File: config.mk
export PLATFORM = sky130hd
export DESIGN_NAME = sf_status_unit
export DESIGN_NICKNAME = d
export VERILOG_FILES = /design/src/rtl/sf_pkg.sv /design/src/rtl/sf_alu.sv /design/src/rtl/sf_next.sv /design/src/rtl/sf_status_unit.sv
export SDC_FILE = /design/constraint.sdc
export NUM_CORES = 1
export LEC_CHECK = 0
export ABC_AREA = 1
export BUFFER_PORTS_ARGS = -buffer_cell sky130_fd_sc_hd__buf_2
export CAP_MARGIN = 20
export CELL_PAD_IN_SITES_DETAIL_PLACEMENT = 1
export CELL_PAD_IN_SITES_GLOBAL_PLACEMENT = 2
export CORE_MARGIN = 2
export CORE_UTILIZATION = 29
export CTS_CLUSTER_SIZE = 24
export DETAILED_ROUTE_END_ITERATION = 8
export PLACE_DENSITY_LB_ADDON = 0.2
export SLEW_MARGIN = 20
export SYNTH_ARGS = -nofsm -noshare
export SYNTH_HDL_FRONTEND = slang
export SYNTH_SLANG_ARGS = --single-unit
File: constraint.sdc
create_clock -name clk_i -period 4.52 [get_ports clk_i]
set_input_delay 0.678 -clock clk_i [delete_from_list [all_inputs] [get_ports clk_i]]
set_output_delay 0.678 -clock clk_i [all_outputs]
set_load 0.01 [all_outputs]
File: src/rtl/sf_pkg.sv
package sf_pkg;
  typedef enum logic [3:0] {
    OP_ADD = 4'd0,
    OP_ADC = 4'd1,
    OP_SUB = 4'd2,
    OP_SBC = 4'd3,
    OP_AND = 4'd4,
    OP_OR  = 4'd5,
    OP_XOR = 4'd6,
    OP_INC = 4'd7,
    OP_DEC = 4'd8
  } alu_op_e;

  localparam int unsigned SW_W = 8;
  localparam int unsigned FB_C = 0;
  localparam int unsigned FB_Z = 1;
  localparam int unsigned FB_N = 2;
  localparam int unsigned FB_V = 3;
  localparam int unsigned FB_S = 4;
  localparam int unsigned FB_H = 5;
  localparam int unsigned FB_T = 6;
  localparam int unsigned FB_I = 7;

  typedef struct packed {
    logic known;    // opcode is defined
    logic upd_ch;   // carry/half carry are written
    logic z_chain;  // zero is sticky (carry-chained ops)
    logic c;
    logic h;
    logic v;
    logic n;
    logic z;
  } alu_flags_t;
endpackage

File: src/rtl/sf_alu.sv
module sf_alu
  import sf_pkg::*;
#(
  parameter int unsigned DW = 8
) (
  input  logic [DW-1:0] a_i,
  input  logic [DW-1:0] b_i,
  input  logic [3:0]    op_i,
  input  logic          cin_i,
  output logic [DW-1:0] res_o,
  output alu_flags_t    fl_o
);
  localparam int unsigned HB  = DW / 2;
  localparam int unsigned MSB = DW - 1;

  logic [DW:0]   wide;
  logic [HB:0]   half;
  logic          ci;
  logic [DW-1:0] res;

  assign ci = (op_i == OP_ADC || op_i == OP_SBC) ? cin_i : 1'b0;

  always_comb begin
    wide = '0;
    half = '0;
    res  = '0;
    fl_o = '0;
    unique case (op_i)
      OP_ADD, OP_ADC: begin
        wide = {1'b0, a_i} + {1'b0, b_i} + {{DW{1'b0}}, ci};
        half = {1'b0, a_i[HB-1:0]} + {1'b0, b_i[HB-1:0]} + {{HB{1'b0}}, ci};
        res  = wide[DW-1:0];
        fl_o.known  = 1'b1;
        fl_o.upd_ch = 1'b1;
        fl_o.c      = wide[DW];
        fl_o.h      = half[HB];
        fl_o.v      = (a_i[MSB] == b_i[MSB]) && (res[MSB] != a_i[MSB]);
      end
      OP_SUB, OP_SBC: begin
        // top bit of the widened difference is the borrow
        wide = {1'b0, a_i} - {1'b0, b_i} - {{DW{1'b0}}, ci};
        half = {1'b0, a_i[HB-1:0]} - {1'b0, b_i[HB-1:0]} - {{HB{1'b0}}, ci};
        res  = wide[DW-1:0];
        fl_o.known  = 1'b1;
        fl_o.upd_ch = 1'b1;
        fl_o.c      = wide[DW];
        fl_o.h      = half[HB];
        fl_o.v      = (a_i[MSB] != b_i[MSB]) && (res[MSB] != a_i[MSB]);
      end
      OP_AND: begin res = a_i & b_i; fl_o.known = 1'b1; end
      OP_OR:  begin res = a_i | b_i; fl_o.known = 1'b1; end
      OP_XOR: begin res = a_i ^ b_i; fl_o.known = 1'b1; end
      OP_INC: begin
        res = a_i + {{(DW-1){1'b0}}, 1'b1};
        fl_o.known = 1'b1;
        fl_o.v     = (res == {1'b1, {(DW-1){1'b0}}});
      end
      OP_DEC: begin
        res = a_i - {{(DW-1){1'b0}}, 1'b1};
        fl_o.known = 1'b1;
        fl_o.v     = (res == {1'b0, {(DW-1){1'b1}}});
      end
      default: res = '0;
    endcase
    fl_o.z       = (res == '0);
    fl_o.n       = res[MSB];
    fl_o.z_chain = (op_i == OP_ADC || op_i == OP_SBC);
  end

  assign res_o = res;
endmodule

File: src/rtl/sf_next.sv
module sf_next
  import sf_pkg::*;
(
  input  logic [SW_W-1:0] cur_i,
  input  logic            alu_fire_i,
  input  alu_flags_t      fl_i,
  input  logic            sw_we_i,
  input  logic [SW_W-1:0] sw_wdata_i,
  input  logic            irq_take_i,
  input  logic            irq_ret_i,
  input  logic            ie_set_i,
  input  logic            ie_clr_i,
  input  logic            bst_i,
  input  logic            bst_bit_i,
  output logic [SW_W-1:0] nxt_o
);
  always_comb begin
    nxt_o = cur_i;
    if (alu_fire_i && fl_i.known) begin
      nxt_o[FB_V] = fl_i.v;
      nxt_o[FB_N] = fl_i.n;
      nxt_o[FB_S] = fl_i.n ^ fl_i.v;
      nxt_o[FB_Z] = fl_i.z_chain ? (fl_i.z & cur_i[FB_Z]) : fl_i.z;
      if (fl_i.upd_ch) begin
        nxt_o[FB_C] = fl_i.c;
        nxt_o[FB_H] = fl_i.h;
      end
    end
    if (bst_i) nxt_o[FB_T] = bst_bit_i;
    if (irq_ret_i || ie_set_i) nxt_o[FB_I] = 1'b1;
    if (irq_take_i || ie_clr_i) nxt_o[FB_I] = 1'b0;  // clearing wins
    if (sw_we_i) nxt_o = sw_wdata_i;                  // software write wins
  end
endmodule

File: src/rtl/sf_status_unit.sv
module sf_status_unit
  import sf_pkg::*;
#(
  parameter  int unsigned DW   = 8,
  localparam int unsigned SELW = $clog2(DW)
) (
  input  logic            clk_i,
  input  logic            rst_ni,
  input  logic            alu_valid_i,
  input  logic [3:0]      alu_op_i,
  input  logic [DW-1:0]   opa_i,
  input  logic [DW-1:0]   opb_i,
  output logic [DW-1:0]   result_o,
  input  logic            sw_we_i,
  input  logic [SW_W-1:0] sw_wdata_i,
  input  logic            irq_take_i,
  input  logic            irq_ret_i,
  input  logic            ie_set_i,
  input  logic            ie_clr_i,
  input  logic            bst_i,
  input  logic [SELW-1:0] bit_sel_i,
  output logic [DW-1:0]   bld_data_o,
  output logic [SW_W-1:0] status_o
);
  logic [SW_W-1:0] status_q, status_d;
  alu_flags_t      fl;

  sf_alu #(.DW(DW)) i_alu (
    .a_i   (opa_i),
    .b_i   (opb_i),
    .op_i  (alu_op_i),
    .cin_i (status_q[FB_C]),
    .res_o (result_o),
    .fl_o  (fl)
  );

  sf_next i_next (
    .cur_i      (status_q),
    .alu_fire_i (alu_valid_i),
    .fl_i       (fl),
    .sw_we_i    (sw_we_i),
    .sw_wdata_i (sw_wdata_i),
    .irq_take_i (irq_take_i),
    .irq_ret_i  (irq_ret_i),
    .ie_set_i   (ie_set_i),
    .ie_clr_i   (ie_clr_i),
    .bst_i      (bst_i),
    .bst_bit_i  (opa_i[bit_sel_i]),
    .nxt_o      (status_d)
  );

  always_ff @(posedge clk_i or negedge rst_ni) begin
    if (!rst_ni) status_q <= '0;
    else         status_q <= status_d;
  end

  assign status_o = status_q;

  for (genvar g = 0; g < DW; g++) begin : g_bld
    assign bld_data_o[g] = (bit_sel_i == SELW'(g)) ? status_q[FB_T] : opa_i[g];
  end


  sw_write_chk: assert property (@(posedge clk_i) disable iff (!rst_ni)
    sw_we_i |=> status_o == $past(sw_wdata_i));


  sign_rel_chk: assert property (@(posedge clk_i) disable iff (!rst_ni)
    alu_valid_i && !sw_we_i && (alu_op_i <= 4'd8)
    |=> status_o[FB_S] == (status_o[FB_N] ^ status_o[FB_V]));


  logic_keep_chk: assert property (@(posedge clk_i) disable iff (!rst_ni)
    alu_valid_i && !sw_we_i && (alu_op_i >= 4'd4) && (alu_op_i <= 4'd6)
    |=> $stable(status_o[FB_C]) && $stable(status_o[FB_H]) && !status_o[FB_V]);


  ie_clear_chk: assert property (@(posedge clk_i) disable iff (!rst_ni)
    (irq_take_i || ie_clr_i) && !sw_we_i |=> !status_o[FB_I]);


  ie_set_chk: assert property (@(posedge clk_i) disable iff (!rst_ni)
    (irq_ret_i || ie_set_i) && !irq_take_i && !ie_clr_i && !sw_we_i |=> status_o[FB_I]);


  tbit_chk: assert property (@(posedge clk_i) disable iff (!rst_ni)
    bst_i && !sw_we_i |=> status_o[FB_T] == $past(opa_i[bit_sel_i]));


  hold_chk: assert property (@(posedge clk_i) disable iff (!rst_ni)
    !alu_valid_i && !sw_we_i |=> $stable(status_o[FB_H:FB_C]));
endmodule

==> summary.txt <==
Route
  – Vias: 3,097
  – DRT met1 WL: 4690 um
  – Detailed Route WL: 9850 um
  – Met2 routed WL: 4740 um
  – Drt first-iter violations: 88
  – DRC: 0
  – Met3 wire length: 410 um
  – Wirelength per Cell: 15.7 um
  – Antenna Nets Post-Route: 0
  – Uppermost layer routed: met4
  – Drt pass-1 iters: 4
  – Vias per cell: 4.92

Setup path
  – Crit-path leading delay family: simple AND/OR/NAND/NOR gates
  – Buf/Inv on CP: 6
  – Worst setup EP type: output pin
  – Worst EP required: 3840 ps
  – Crit path top cell by count: nand2_1
  – Slowest cell delay on critical path: 420 ps
  – Critical path startpoint: alu_op_i[3]
  – Crit path kind: in2out
  – Crit-path cells: buf_2 -> inv_2 -> nand2_4 -> inv_2 -> nand2_1 -> nor2_1 -> inv_1 -> fa_1 -> ha_1 -> o21ai_0 -> nand2_1 -> nand3_1 -> nand2_1 -> or2_2 -> nand3_1 -> nand2_1 -> nor2_1 -> inv_1 -> buf_2
  – Critical-path top delay cell: fa_1
  – Worst-path fanout max: 4
  – FF-to-FF Start: status_o[0]
  – Critical Path AT: 3230 ps
  – Element type at the critical path start: input port

GRT
  – Total Routing Usage GR: 0.203
  – Global route overflow: 0
  – Number of global-route vias before repair: 3,093
  – Largest net degree at the start of global routing: 13
  – Antenna violations before repair: 0
  – First-pass GRT wire length: 16,000 um

Cells and area
  – Layout Cells excl Fill: 629
  – Area Overhead vs Synth: 16.7%
  – Final nets: 601
  – Share of layout cells above drive strength 1: 0.190
  – Highest-count cells in the layout ignoring fill and taps: 136 x nand2_1, 64 x inv_1, 63 x buf_2
  – Post-route cell area: 3050 sq um
  – Most common cell after layout, fill and taps aside: nand2_1
  – Ant. Diodes: 0
  – Core Util, Final: 0.349
  – Largest register FFs: 8

Synth
  – Count of warnings emitted by yosys: 0
  – Syn nets: 542
  – Adder-Cell Fraction of Synth Area: 0.194
  – Synth Area in Compound Gates: 0.123
  – Register area share after synthesis: 0.0767
  – Post-synthesis simple-gate area fraction: 0.455
  – Main combinational cell family by area after synthesis: simple AND/OR/NAND/NOR gates
  – Fraction of registers with async set/reset: 1.00
  – Cell count after synthesis: 464
  – Post-synth EDFFs: 0
  – Xor/xnor share of the synthesized area: 0.0168
  – Post-synthesis mux area share: 0
  – Mapped cell area: 2610 sq um
  – Synth Flop Type: dfrtp_1
  – #FFs+latches synth: 8
  – Avg Cell Area, Syn: 5.63 sq um
  – Synth cell types: 40

Die
  – Site Rows: 34
  – Die W: 98.9 um
  – Initial core utilization: 0.299
  – Core Area: 8720 sq um
  – Die Ht: 98.9 um
  – Top Ports: 64
  – Die area: 9780 sq um

Placement
  – PortBufs: 63
  – Setup WS pre-CTS: 656 ps
  – Placed Cells: 626
  – DP HPWL: 8430 um
  – Placed Area: 3000 sq um
  – Gpl congestion: 0.880

STA
  – Worst-margin pin slew: 564 ps
  – Hold slack: 286 ps
  – Max Freq: 256 MHz
  – Setup TNS: 0 ps
  – Final slew viol count: 0
  – Final Hold Viols: 0
  – Fin crit period: 3900 ps
  – RSZ-0062 raised after global routing: false
  – Final Cycle Share: 0.864
  – Relative slew margins: 0.621
  – Final worst setup slack: 616 ps
  – Skew final: 2.24 ps
  – Final setup violation count: 0

Pwr
  – Power Density: 158 nW/um^2
  – Total power: 0.480 mW
  – Worst VDD drop: 0.129 mV
  – Lkg Pwr: 1.73 nW

Clock network
  – Worst-Skew Late Latency: 230 ps
  – Clk sinks: 8
  – Clock tree root driver cell: clkbuf_8
  – Post-CTS sizing: 0
  – CTS tree: yes
  – Setup bufs post-CTS: 0
  – H-tree levels: 1
  – Cts bufs inserted: 3
  – Post-CTS Hold Fix Bufs: 0
  – CTS max path bufs: 2
  – Clock transition at the registers of the reported paths: 40 ps

Min path
  – HP Class: in2async

Job
  – MaxCap Viol Count: 0

Outcome
  – Status: complete, no violations
==> power breakdown <==
part           internal [mW]  switching (mW)  total (mW)
Clock                 0.0578          0.0294      0.0872
Combinational          0.107           0.202       0.309
Sequential            0.0798         0.00479      0.0846
==> path summary, 6_finish.rpt <==
path | endpoint | slack [ps] | cells after the start
min in group clk_i | status_o[5] | 500 | 2
setup / recovery | result_o[5] | 620 | 19
hold reg to reg | status_o[5] | 500 | 2
setup reg to reg | status_o[1] | 1580 | 15
hold / removal | status_o[7] | 290 | 1
max in group asynchronous | status_o[1] | 4060 | 1
==> synth_stat cells (2+ instances only) <==
cell type / number / share of area
a21oi_1: 21 / 0.040
nand2_2: 5 / 0.012
o2111ai_1: 2 / 0.0067
or2_0: 2 / 0.0048
nor2_1: 45 / 0.065
ha_1: 34 / 0.16
or2_1: 2 / 0.0048
fa_1: 4 / 0.031
nand3_1: 47 / 0.090
buf_6: 2 / 0.0086
o21ai_1: 5 / 0.0096
nand4_1: 11 / 0.026
inv_2: 14 / 0.020
xor2_1: 4 / 0.013
nor2_4: 3 / 0.013
clkbuf_1: 3 / 0.0043
dfrtp_1: 8 / 0.077
a31oi_1: 4 / 0.0096
nand2_1: 136 / 0.20
buf_2: 3 / 0.0058
nor2_2: 7 / 0.017
inv_1: 64 / 0.092
nor3_1: 6 / 0.012
o211ai_1: 2 / 0.0058
o21ai_0: 15 / 0.029
==> per-layer routing <==
layer | vias up | global-route usage
li1 | 1596 | -
met1 | 1428 | 0.282
met2 | 71 | 0.358
met3 | 2 | 0.0135
met4 | 0 | 0.0211
met5 | - | 0
==> cell families after synthesis <==
kind of cell | Yosys count
XOR/XNOR | 5
flip-flops | 8
AO/OA/AOI/OAI | 56
adder cells (fa/ha/maj) | 38
buffers and inverters | 88
AND/OR/NAND/NOR | 269
==> final cells by class <==
cell class                      count  area (sq um)
Multi-Input combinational cell    368          2060
Clock buffer                        3          41.3
Timing Repair Buffer               63           315
Tap cell                          108           135
Inverter                           79           297
Fill cell                        1197          5680
Sequential cell                     8           200
==> worst reg2reg max path: stages, from the launching register on <==
cell and delay [ps]:
dfrtp_1 370, inv_1 50, nor2_1 240, inv_1 100, fa_1 420, fa_1 450
or2_0 240, nand3_1 80, o21ai_1 80, nor2_2 130, nand3_1 100, nor2_1 100
nand3_1 130, nor2_1 150, nand4_1 150, nand2_1 100
No activity file was read; power rests on OpenSTA's default activity.
